File: config.mk
export PLATFORM = sky130hd
export DESIGN_NAME = lpm_ctrl
export DESIGN_NICKNAME = d
export VERILOG_FILES = /design/src/rtl/lpm_pkg.sv /design/src/rtl/lpm_rst_sync.sv /design/src/rtl/lpm_stab_cnt.sv /design/src/rtl/lpm_mcw.sv /design/src/rtl/lpm_mode_fsm.sv /design/src/rtl/lpm_ctrl.sv
export SDC_FILE = /design/constraint.sdc
export NUM_CORES = 1
export LEC_CHECK = 0
export BUFFER_PORTS_ARGS = -buffer_cell sky130_fd_sc_hd__buf_2
export CAP_MARGIN = 10
export CORE_MARGIN = 5
export CORE_UTILIZATION = 45
export CTS_CLUSTER_SIZE = 8
export DETAILED_ROUTE_END_ITERATION = 16
export PLACE_DENSITY = 0.82
export RECOVER_POWER = 25
export SLEW_MARGIN = 10
export SYNTH_ARGS = -nofsm -noshare
export SYNTH_HDL_FRONTEND = slang
export SYNTH_HIERARCHICAL = 1
export SYNTH_SLANG_ARGS = --single-unit
export TNS_END_PERCENT = 30
File: constraint.sdc
create_clock -name clk_i -period 1.7 [get_ports clk_i]
set_input_delay 0.085 -clock clk_i [delete_from_list [all_inputs] [get_ports clk_i]]
set_output_delay 0.085 -clock clk_i [all_outputs]
set_load 0.05 [all_outputs]
File: src/rtl/lpm_pkg.sv
package lpm_pkg;

   typedef enum logic [1:0] {
      MODE_ACT  = 2'd0,
      MODE_SUB  = 2'd1,
      MODE_SBY  = 2'd2,
      MODE_STOP = 2'd3
   } lpm_mode_e;

   typedef enum logic [2:0] {
      ST_ACT   = 3'd0,
      ST_SUB   = 3'd1,
      ST_SBY   = 3'd2,
      ST_STOP  = 3'd3,
      ST_XWAIT = 3'd4,
      ST_XSTAB = 3'd5,
      ST_WSTAB = 3'd6
   } lpm_state_e;

   localparam int unsigned MCW_W      = 4;
   localparam int unsigned MCW_DT_BIT = 3;
   localparam int unsigned MCW_LS_BIT = 0;

endpackage

File: src/rtl/lpm_rst_sync.sv
module lpm_rst_sync #(
   parameter int unsigned STAGES = 2
) (
   input  logic clk_i,
   input  logic arst_ni,
   output logic srst_no
);

   generate
      if (STAGES < 2) begin : g_bad_stages
         $error("lpm_rst_sync: STAGES must be at least 2");
      end
   endgenerate

   logic [STAGES-1:0] chain_q;

   always_ff @(posedge clk_i or negedge arst_ni) begin
      if (!arst_ni) chain_q <= '0;
      else          chain_q <= {chain_q[STAGES-2:0], 1'b1};
   end

   assign srst_no = chain_q[STAGES-1];

endmodule

File: src/rtl/lpm_stab_cnt.sv
module lpm_stab_cnt #(
   parameter int unsigned LOAD = 16,
   parameter int unsigned W    = $clog2(LOAD + 1)
) (
   input  logic         clk_i,
   input  logic         rst_ni,
   input  logic         load_i,
   output logic [W-1:0] cnt_o,
   output logic         last_o
);

   generate
      if (LOAD < 1) begin : g_bad_load
         $error("lpm_stab_cnt: LOAD must be at least 1");
      end
      if (LOAD == 1) begin : g_flag
         logic flag_q;
         always_ff @(posedge clk_i or negedge rst_ni) begin
            if (!rst_ni)     flag_q <= 1'b0;
            else if (load_i) flag_q <= 1'b1;
            else             flag_q <= 1'b0;
         end
         assign cnt_o  = W'(flag_q);
         assign last_o = flag_q;
      end else begin : g_down
         logic [W-1:0] cnt_q;
         always_ff @(posedge clk_i or negedge rst_ni) begin
            if (!rst_ni)            cnt_q <= '0;
            else if (load_i)        cnt_q <= W'(LOAD);
            else if (cnt_q != '0)   cnt_q <= cnt_q - 1'b1;
         end
         assign cnt_o  = cnt_q;
         assign last_o = (cnt_q == W'(1));
      end
   endgenerate

endmodule

File: src/rtl/lpm_mcw.sv
module lpm_mcw
   import lpm_pkg::*;
(
   input  logic             clk_i,
   input  logic             rst_ni,
   input  logic             wr_i,
   input  logic [MCW_W-1:0] wdata_i,
   input  logic             in_sub_i,
   input  logic             act_next_i,
   input  logic             wake_take_i,
   output logic [MCW_W-1:0] mcw_o,
   output logic             lson_o,
   output logic             dton_o,
   output logic             ram_en_o
);

   logic lson_q, dton_q, ram_q;

   always_ff @(posedge clk_i or negedge rst_ni) begin
      if (!rst_ni) begin
         lson_q <= 1'b0;
      end else if (wr_i) begin
         lson_q <= wdata_i[MCW_LS_BIT];
      end
   end

   always_ff @(posedge clk_i or negedge rst_ni) begin
      if (!rst_ni) begin
         dton_q <= 1'b0;
      end else if (act_next_i) begin
         dton_q <= 1'b0;
      end else if (wr_i && (!wdata_i[MCW_DT_BIT] || in_sub_i)) begin
         dton_q <= wdata_i[MCW_DT_BIT];
      end
   end

   always_ff @(posedge clk_i or negedge rst_ni) begin
      if (!rst_ni)          ram_q <= 1'b0;
      else if (wake_take_i) ram_q <= 1'b1;
   end

   always_comb begin
      mcw_o             = '0;
      mcw_o[MCW_DT_BIT] = dton_q;
      mcw_o[MCW_LS_BIT] = lson_q;
   end

   assign lson_o   = lson_q;
   assign dton_o   = dton_q;
   assign ram_en_o = ram_q;

endmodule

File: src/rtl/lpm_mode_fsm.sv
module lpm_mode_fsm
   import lpm_pkg::*;
(
   input  logic      clk_i,
   input  logic      rst_ni,
   input  logic      sleep_i,
   input  logic      sleep_stop_i,
   input  logic      frame_i,
   input  logic      wake_i,
   input  logic      lson_i,
   input  logic      dton_i,
   input  logic      cnt_last_i,
   output logic      load_o,
   output logic      act_next_o,
   output logic      in_sub_o,
   output logic      wake_take_o,
   output logic      osc_en_o,
   output logic      restart_o,
   output lpm_mode_e mode_o
);

   lpm_state_e st_q, st_d;
   logic       restart_q;
   logic       direct_armed;

   assign direct_armed = !lson_i && dton_i;

   always_comb begin
      st_d        = st_q;
      load_o      = 1'b0;
      wake_take_o = 1'b0;
      unique case (st_q)
         ST_ACT: begin
            if (sleep_i) begin
               if (sleep_stop_i) st_d = ST_STOP;
               else if (lson_i)  st_d = ST_SUB;
               else              st_d = ST_SBY;
            end
         end
         ST_SUB: begin
            if (sleep_i) begin
               if (direct_armed)      st_d = ST_XWAIT;
               else if (sleep_stop_i) st_d = ST_STOP;
               else                   st_d = ST_SBY;
            end
         end
         ST_SBY: st_d = ST_SBY;
         ST_STOP: begin
            if (wake_i) begin
               st_d        = ST_WSTAB;
               load_o      = 1'b1;
               wake_take_o = 1'b1;
            end
         end
         ST_XWAIT: begin
            if (frame_i) begin
               st_d   = ST_XSTAB;
               load_o = 1'b1;
            end
         end
         ST_XSTAB, ST_WSTAB: begin
            if (cnt_last_i) st_d = ST_ACT;
         end
         default: st_d = ST_ACT;
      endcase
   end

   always_ff @(posedge clk_i or negedge rst_ni) begin
      if (!rst_ni) begin
         st_q      <= ST_ACT;
         restart_q <= 1'b1;
      end else begin
         st_q      <= st_d;
         restart_q <= (st_q == ST_WSTAB) && cnt_last_i;
      end
   end

   always_comb begin
      unique case (st_q)
         ST_ACT:                     mode_o = MODE_ACT;
         ST_SUB, ST_XWAIT, ST_XSTAB: mode_o = MODE_SUB;
         ST_SBY:                     mode_o = MODE_SBY;
         default:                    mode_o = MODE_STOP;
      endcase
   end

   assign act_next_o = (st_d == ST_ACT);
   assign in_sub_o   = (st_q == ST_SUB);
   assign osc_en_o   = (st_q == ST_ACT) || (st_q == ST_XSTAB) || (st_q == ST_WSTAB);
   assign restart_o  = restart_q;

endmodule

File: src/rtl/lpm_ctrl.sv
module lpm_ctrl
   import lpm_pkg::*;
#(
   parameter  int unsigned STAB_CYC    = 16,
   parameter  int unsigned SYNC_STAGES = 2,
   localparam int unsigned CW          = $clog2(STAB_CYC + 1)
) (
   input  logic             clk_i,
   input  logic             rst_ni,
   input  logic             mcw_wr_i,
   input  logic [MCW_W-1:0] mcw_wdata_i,
   input  logic             sleep_i,
   input  logic             sleep_stop_i,
   input  logic             frame_i,
   input  logic             wake_i,
   output logic [1:0]       mode_o,
   output logic             active_o,
   output logic             osc_en_o,
   output logic [CW-1:0]    stab_cnt_o,
   output logic             restart_o,
   output logic             ram_en_o,
   output logic [MCW_W-1:0] mcw_o
);

   generate
      if (STAB_CYC < 1) begin : g_bad_stab
         $error("lpm_ctrl: STAB_CYC must be at least 1");
      end
      if (SYNC_STAGES < 2) begin : g_bad_sync
         $error("lpm_ctrl: SYNC_STAGES must be at least 2");
      end
   endgenerate

   logic      srst_n;
   logic      load, act_next, in_sub, wake_take, cnt_last;
   logic      lson, dton;
   lpm_mode_e mode;

   lpm_rst_sync #(.STAGES(SYNC_STAGES)) u_rst_sync (
      .clk_i   (clk_i),
      .arst_ni (rst_ni),
      .srst_no (srst_n)
   );

   lpm_stab_cnt #(.LOAD(STAB_CYC), .W(CW)) u_stab_cnt (
      .clk_i  (clk_i),
      .rst_ni (srst_n),
      .load_i (load),
      .cnt_o  (stab_cnt_o),
      .last_o (cnt_last)
   );

   lpm_mcw u_mcw (
      .clk_i       (clk_i),
      .rst_ni      (srst_n),
      .wr_i        (mcw_wr_i),
      .wdata_i     (mcw_wdata_i),
      .in_sub_i    (in_sub),
      .act_next_i  (act_next),
      .wake_take_i (wake_take),
      .mcw_o       (mcw_o),
      .lson_o      (lson),
      .dton_o      (dton),
      .ram_en_o    (ram_en_o)
   );

   lpm_mode_fsm u_fsm (
      .clk_i        (clk_i),
      .rst_ni       (srst_n),
      .sleep_i      (sleep_i),
      .sleep_stop_i (sleep_stop_i),
      .frame_i      (frame_i),
      .wake_i       (wake_i),
      .lson_i       (lson),
      .dton_i       (dton),
      .cnt_last_i   (cnt_last),
      .load_o       (load),
      .act_next_o   (act_next),
      .in_sub_o     (in_sub),
      .wake_take_o  (wake_take),
      .osc_en_o     (osc_en_o),
      .restart_o    (restart_o),
      .mode_o       (mode)
   );

   assign mode_o   = mode;
   assign active_o = (mode == MODE_ACT);

endmodule

# --- Word-level counts from Yosys, hierarchy flattened ---
# Index checks and enable logic that the tools add are counted.
word_totals:
  regBits: 14
  inputBits: 11
  output_inout_bits: 15
  elab_cells: 50
op_classes:
  addsub: 1
  n_eq_ne: 7
  muxes: 19
  n_reduce_logical: 16
op_table:
  columns: ["op", "count"]
  rows:
  - ["2-to-1 mux 3 bit", 7]
  - ["one-hot mux 3 bit (6 select lines)", 1]
  - ["2-to-1 mux 5 bit", 2]
  - ["equality test 3 bit (second input constant)", 3]
  - ["equality test 3 x 2 -> 1 bit (second input constant)", 2]
  - ["logical NOT 3 bit", 2]
  - ["2-to-1 mux 1 bit", 6]
  - ["one-hot mux 2 bit (3 select lines)", 1]
  - ["equality test 5 x 1 -> 1 bit (second input constant)", 1]
  - ["nonzero test 5 bit", 1]
  - ["subtractor 5 x 1 -> 5 bit (second input constant)", 1]
  - ["nonzero test 2 bit", 2]
  - ["equality test 3 x 1 -> 1 bit (second input constant)", 1]
  - ["logical AND 1 bit", 3]
  - ["logical OR 1 bit", 3]
  - ["OR reduction 3 bit", 1]
  - ["logical NOT 1 bit", 2]
  - ["logical NOT 2 bit", 1]
  - ["2-to-1 mux 2 bit", 1]
  - ["one-hot mux 1 bit (2 select lines)", 1]
  - ["OR reduction 2 bit", 1]

# --- Depth between registers and ports, before layout ---
# Gate-level depths: netlist of run 1.
logic_depth:
  word_depth: 7
  mapped_depth: 8
  mapped_depth_nobuf: 8

# --- Cells and area by module ---
# The synthesis of run 1 kept the hierarchy.
by_module_without_submodules:
  columns: ["mod", "n_inst", "cells_each", "area_per_inst_um2", "seq_area_each_um2"]
  rows:
  - ["lpm_mode_fsm", 1, 45, 366.6, 101.3]
  - ["lpm_stab_cnt", 1, 26, 269.0, 125.1]
  - ["lpm_mcw", 1, 13, 147.6, 75.1]
  - ["lpm_rst_sync", 1, 3, 53.8, 50.0]
  - ["lpm_ctrl", 1, 1, 3.8, 0.0]

# --- Worst setup path after synthesis of run 1 ---
# Ideal clock, no wire load.
synth_timing:
  kind: "register -> output"
  startpoint: "register u_fsm.st_q[0]"
  endpoint: "output port osc_en_o"
  t_arrival_ns: 1.767
  required_time_ns: 1.615
  slack_ns: -0.152
  stages_incl_launch_ff: 4
  n_path_buf: 1
  cell_sequence: "dfrtp_1 > buf_4 > nand2b_1 > o21ai_0"
synth_via:
  elab_chain_cells: 3
  elab_cells_between_ends: 5
  classes_between: "2 x eq/ne; 3 x reduce/logical"
synth_lines:
  columns: ["element", "line_no", "rtl"]
  rows:
  - ["start: declaration", "lpm_mode_fsm.sv:22", "lpm_state_e st_q, st_d;"]
  - ["start signal: assignment", "lpm_mode_fsm.sv:73", "st_q <= st_d;"]
  - ["equality test 3 bit or logical NOT 3 bit (tied branches)", "lpm_mode_fsm.sv:89", "assign osc_en_o = (st_q == ST_ACT) || (st_q == ST_XSTAB) || (st_q == ST_WSTAB);"]
  - ["logical OR 1 bit", "lpm_mode_fsm.sv:89", null]
  - ["logical OR 1 bit (*)", "lpm_mode_fsm.sv:89", null]
  - ["end: declaration", "lpm_ctrl.sv:18", "output logic osc_en_o,"]
# Mark *: on every way between the ends. The rest lies on a longest branch, timed or not.

# --- Worst setup path after layout of run 1 ---
layout_timing:
  startpoint: "register u_stab_cnt.g_down.cnt_q[0] (netlist: u_stab_cnt/cnt_o[0])"
  endpoint: "register u_mcw.dton_q (netlist: u_mcw/dton_o)"
layout_via:
  elab_chain_cells: 5
  elab_cells_between_ends: 6
  classes_between: "1 x eq/ne; 3 x mux; 2 x reduce/logical"
layout_lines:
  columns: ["element", "line_no", "rtl"]
  rows:
  - ["start: declaration", "lpm_stab_cnt.sv:26", "logic [W-1:0] cnt_q;"]
  - ["start signal: assignment", "lpm_stab_cnt.sv:29", "else if (load_i) cnt_q <= W'(LOAD);"]
  - ["start signal: assignment", "lpm_stab_cnt.sv:30", "else if (cnt_q != '0) cnt_q <= cnt_q - 1'b1;"]
  - ["equality test 5 x 1 -> 1 bit (*)", "lpm_stab_cnt.sv:33", "assign last_o = (cnt_q == W'(1));"]
  - ["net cnt_last", "lpm_ctrl.sv:35", "logic load, act_next, in_sub, wake_take, cnt_last;"]
  - ["2-to-1 mux 3 bit (*)", "lpm_mode_fsm.sv:62", "if (cnt_last_i) st_d = ST_ACT;"]
  - ["one-hot mux 3 bit (6 select lines) (*)", "lpm_mode_fsm.sv:32", "unique case (st_q)"]
  - ["net u_fsm.st_d[0]", "lpm_mode_fsm.sv:22", null]
  - ["logical NOT 3 bit (*)", "lpm_mode_fsm.sv:87", "assign act_next_o = (st_d == ST_ACT);"]
  - ["net act_next", "lpm_ctrl.sv:35", null]
  - ["2-to-1 mux 1 bit or nonzero test 2 bit (tied branches)", null, null]
  - ["end signal: assignment", "lpm_mcw.sv:33", "dton_q <= wdata_i[MCW_DT_BIT];"]
  - ["end: declaration", "lpm_mcw.sv:17", "logic lson_q, dton_q, ram_q;"]
# The timed path passes the listed nets; every way through them passes the cells marked *.
# A chain may end at the register's enable or synchronous reset.

==> results.ini, run 1 <==
[run_status]
status=complete, no violations

[pwr]
power.density_nw_per_um2=2000
power.leakage_uw=0.000523
p_total_uw=2000
ir_drop_mv=0.820

[worst_hold_path]
hp-start=mcw_wdata_i[0]
whs_endpoint=u_mcw/lson_o
hold_path_depth=2
hold_path.class=primary input to flip-flop

[timing]
rsz0062_at_grt=false
clock_skew_ns=0.00177
setup_violations=0
hold_viol_final=0
drv_slew=0
fin_crit_sh=0.925
fin_ws_ns=0.127
fmax_mhz=636
period_needed_ns=1.57

[synth]
synth_edf_count=0
yosysMostFrequentCell=dfrtp_1
synth-seq-cells=14
synth_common_cells=dfrtp_1 (13), nor2_1 (9), inv_1 (7), buf_4 (6)
synth_largest_area_cell=dfrtp_1
yosysSeqAreaShare=0.418
synth.distinct_cells=39
synth_ff_type=dfrtp_1
avgSynthCellArea_um2=9.55
synth_top_area_frac=0.387
synth_cells=88
yosysWarnings=6
async_reset_ff_frac=1.00
synthTopCellsByArea=dfrtp_1 (39%), buf_4 (5.4%), nor2_1 (4.0%)
syn_area_um2=841

[floorplanning]
pin_count=26
die_w_um=53.2
die-area_um2=2830
initial_core_util=0.482
die_y_um=53.2
core_area_um2=1750
num_rows=15

[global_routing]
grt_pass1_wl_mm=2.46
grt_usage=0.117
grt_max_degree=13
antenna_found_initial=0
grt_pass1_vias=603
grt_overflow=0

[worst_setup_path]
r2r-start=u_stab_cnt/cnt_o[0]
crit_type=flip-flop to flip-flop
cp-end-kind=flip-flop
rr_endpoint=u_mcw/dton_o
required_ns=1.90
r2r_cells=8
crit_path_max_fanout=5
regToRegSetupSlack_ns=0.13
arrival_ns=1.77
cp-start-kind=flip-flop

[cells_and_area]
multi_input_area_um2=405
fill_cells=151
ff_latch_area_um2=352
final_util=0.574
layout-drive-gt1-share=0.366
n_antenna_cell=0
syn_to_final_growth_pct=19.2
fin_nets=126
final_cells=137

[place]
dp_slack_ns=0.145
dp_hpwl_mm=1.25
io_buffers=21
dp.cells=130
place_congestion=0.824

[clocking]
clk_pin_slew_ns=0.08
clock_latency_ns=0.27
clockBufferDepth=2
cts_made_buffers=3
root_buffer=clkbuf_4
cts_tree=yes
h-tree-depth=1
clkSinkCount=14

[detailed_routing]
routed_via_density=5.04
vias=691
wl_mm=1.53
dr.pass1.iters=6
drc=0
ant_nets=0
routedWlPerCell_um=11.2
dr.first_iter.drc_count=13

[flow_run]
cap_viol_max_count=0

-- sequential cells by signal, indices dropped and copies added (netlist names) --
register,cells
u_fsm/st_q,3
u_rst_sync/chain_q,2
u_mcw/dton_o,1
u_mcw/lson_o,1
u_mcw/ram_en_o,1
u_fsm/restart_o,1
u_stab_cnt/cnt_o,5
-- cell families (layout without fill, tap and decap cells) --
kind of cell    count (synthesis)  count (layout)  synth area share
xor+xnor                        1               1            0.0104
compound gates                 17              17             0.149
mux                             2               2            0.0253
fa+ha+maj                       2               2            0.0298
simple gates                   35              35             0.246
flops                          14              14             0.418
buf+inv                        15              38             0.113
other cells                     2               3           0.00893
-- how the worst max path moves through the flow --
| stage | slack (ns) | cells past startpoint | startpoint | to |
|---|---|---|---|---|
| CTS | 0.11 | 8 | u_stab_cnt/cnt_o[1] | u_mcw/dton_o |
| finish | 0.13 | 8 | u_stab_cnt/cnt_o[0] | u_mcw/dton_o |
| detailed placement | 0.14 | 8 | u_stab_cnt/cnt_o[1] | u_mcw/dton_o |
| global placement | 0.16 | 8 | u_stab_cnt/cnt_o[1] | u_mcw/dton_o |
| global route | 0.006 | 8 | u_stab_cnt/cnt_o[1] | u_mcw/dton_o |
| floorplan | -0.01 | 7 | u_stab_cnt/cnt_o[0] | u_mcw/dton_o |
-- critical path: stages, from the launching register on --
cell and delay, ns:
dfrtp_1 0.43, ha_1 0.21, and3_4 0.16, buf_4 0.13
nand2_1 0.07, o2111ai_1 0.16, o211ai_2 0.11, nor2_1 0.08
nor3_2 0.16
-- what timing repair did --
item                       CTS  global route
hold buffers                 1             0
buffers inserted             0             2
hold endpoints to repair     2             0
gates resized for setup      0             4
setup endpoints to repair    0             1
-- per-stage QoR --
stage / instance area (um2) / TNS [ns] / hold slack [ns]
2_1_floorplan: 845 / -0.0230 / -0.211
3_3_place_gp: 935 / 0 / -0.129
4_1_cts: 981 / 0 / 0.0215
3_5_place_dp: 935 / 0 / -0.130
5_1_grt: 1000 / 0 / 0.0257
6_report: 1000 / 0 / 0.0302
-- cell usage in the layout (no fill, tap or decap), types with 2 or more instances in the layout --
master,n
ha_1,2
buf_4,5
or3_1,2
o21ai_0,2
o21ai_1,2
nand2_1,4
inv_1,6
nor2_1,8
nand2b_1,3
clkbuf_4,3
buf_2,20
a21oi_1,4
dfrtp_1,13
nor2b_1,2
conb_1,3
nand3_1,4
-- final cells by class --
type                            count  share of cell area
Sequential cell                    14               0.351
Inverter                            7              0.0262
Clock buffer                        4              0.0362
Multi-Input combinational cell     60               0.404
Tap cell                           25              0.0312
Timing Repair Buffer               27               0.151
-- per-layer routing --
layer	GRT usage	routed length (um)
met2	0.192	794
met5	0	0
met3	0.0535	96
met4	0.0170	0
met1	0.143	642
-- report_power, final --
group          switching (uW)  internal [uW]  leakage (uW)  total (uW)
Combinational             796            398      0.000335        1190
Sequential                137            444      0.000167         581
Clock                    95.4            130     0.0000210         225
Total                    1030            972      0.000523        2000
(Power assumes the default switching activity.)
==> inputs of run 2 (changes only) <==
- clock period: 1.7 -> 1.95 ns (I/O delays scaled with it)
==> run 2 against run 1 <==
Utilization shrank 2.6 points. Largest power group unchanged. Die area is the same. Critical endpoint unchanged. Non-clock buffer count shrank 5. Worst hold slack gained 0.0050 ns. Cell area shrank 4.5%. Critical path depth is the same. Highest routed layer is now met4. Critical path type unchanged. Flip-flop and latch count is the same. Combinational power shrank 20%.
==> results.ini, run 2 (synthesized netlist as in run 1, its figures left out) <==
[timing]
period_needed_ns=1.67
fmax_mhz=599
drv_slew=0
setup_tns_ns=0
fin_ws_ns=0.282
setup_violations=0
clock_skew_ns=0.00464
whs_ns=0.0352
hold_viol_final=0
fin_crit_sh=0.856
rsz0062_at_grt=false

[pwr]
power.density_nw_per_um2=1750
power.leakage_uw=0.000501
power.net_switching_uw=884
sw_frac_of_total=0.529
intPower_uw=788
clkPwrFrac=0.121
ir_drop_mv=0.769
p_comb_frac=0.567
pwr-share-seq=0.312

[global_routing]
grt_pass1_wl_mm=2.66
grt_usage=0.130
antenna_found_initial=0
grt_overflow=0
grt_pass1_vias=625
grt_max_degree=13

[floorplanning]
pin_count=26
die_y_um=53.2
initial_core_util=0.482
num_rows=15
die-area_um2=2830
core_area_um2=1750
die_w_um=53.2

[cells_and_area]
syn_to_final_growth_pct=13.8
largest_reg_flops=5
layout-drive-gt1-share=0.308
fin_nets=121
fill_cells=172
n_antenna_cell=0
multi_input_area_um2=398
layout_common_cells=buf_2 (20), dfrtp_1 (13), nor2_1 (9), inv_1 (7)
mostFrequentLayoutCell=buf_2
final_cells=132
ff_latch_area_um2=352

[place]
io_buffers=21
dp_slack_ns=0.298
dp_hpwl_mm=1.27
place_congestion=0.801
dp.cells=127

[detailed_routing]
wl_mm=1.57
drc=0
vias=657
dr.first_iter.drc_count=14
ant_nets=0
dr.pass1.iters=4
routedWlPerCell_um=11.9
routed_via_density=4.98

[clocking]
cts_made_buffers=3
post_cts_resized=0
clk_pin_slew_ns=0.07
cts_setup_buffers=0
root_buffer=clkbuf_4
cts_tree=yes
h-tree-depth=1
clkSinkCount=14
clock_latency_ns=0.28
clockBufferDepth=2
postCtsHoldBufs=1

[worst_setup_path]
regToRegSetupSlack_ns=0.28
crit_path_max_fanout=5
required_ns=2.12
arrival_ns=1.84
crit_type=flip-flop to flip-flop
cp-start-kind=flip-flop
cp-end-kind=flip-flop

[run_status]
status=complete, no violations

[flow_run]
cap_viol_max_count=0

[worst_hold_path]
hold_path.class=primary input to flip-flop

-- run 2: changes by cell type in the layout (fill, tap and decap cells not counted) --
| cell | change |
|---|---|
| and3_1 | +1 |
| and3_4 | -1 |
| buf_4 | -5 |
| inv_1 | +1 |
| inv_2 | -1 |
| nor2_1 | +1 |
| nor2_2 | -1 |
| o21ai_0 | +1 |
| o21ai_1 | -1 |
-- run 2: layout make-up --
type                            count  area share
Multi-Input combinational cell     60       0.416
Sequential cell                    14       0.367
Timing Repair Buffer               22       0.119
Clock buffer                        4      0.0379
Tap cell                           25      0.0327
Inverter                            7      0.0275
-- run 2: worst paths after layout --
| check | end | cells after the start | from |
|---|---|---|---|
| min in group asynchronous | u_rst_sync/chain_q[0] | 2 | rst_ni |
| worst max register to register | u_mcw/dton_o | 8 | u_stab_cnt/cnt_o[1] |
| worst max-delay path | u_mcw/dton_o | 8 | u_stab_cnt/cnt_o[1] |
| worst min-delay path | u_mcw/lson_o | 2 | mcw_wdata_i[0] |
| worst min register to register | u_stab_cnt/cnt_o[4] | 0 | u_rst_sync/chain_q[1] |
| max in group asynchronous | u_fsm/restart_o | 0 | u_rst_sync/chain_q[1] |
-- run 2: critical path, stage by stage, from the launching register on --
cell and delay [ns]:
dfrtp_1 0.41, inv_1 0.08, ha_1 0.13, and3_1 0.23, o21ai_0 0.10, a32oi_1 0.25, o211ai_1 0.14, nor2_1 0.16
nor3_2 0.06
-- run 2: layer usage --
metal  vias up  part of all wire  global-route usage  wire (um)
li1        334                 -                   -          -
met5         -                 0                   0          0
met2        20              0.49               0.206        764
met4         0             0.021              0.0511         33
met3         4             0.072              0.0507        112
met1       299              0.42               0.157        655
-- run 2: through the flow --
| step | instance area [um2] | utilization | power [uW] |
|---|---|---|---|
| global route | 957 | 0.548 | 1790 |
| floorplan | 845 | - | 1340 |
| CTS | 958 | 0.549 | 1680 |
| finish | 957 | 0.548 | 1670 |
| global placement | 912 | 0.523 | 1450 |
| detailed placement | 912 | 0.523 | 1480 |
-- run 2: power groups by stage --
stage	clock [uW]	sequential (uW)	combinational (uW)
CTS	208	521	955
floorplan	0	686	658
global route	219	542	1030
global placement	0	520	932
detailed placement	0	528	952
finish	201	521	948
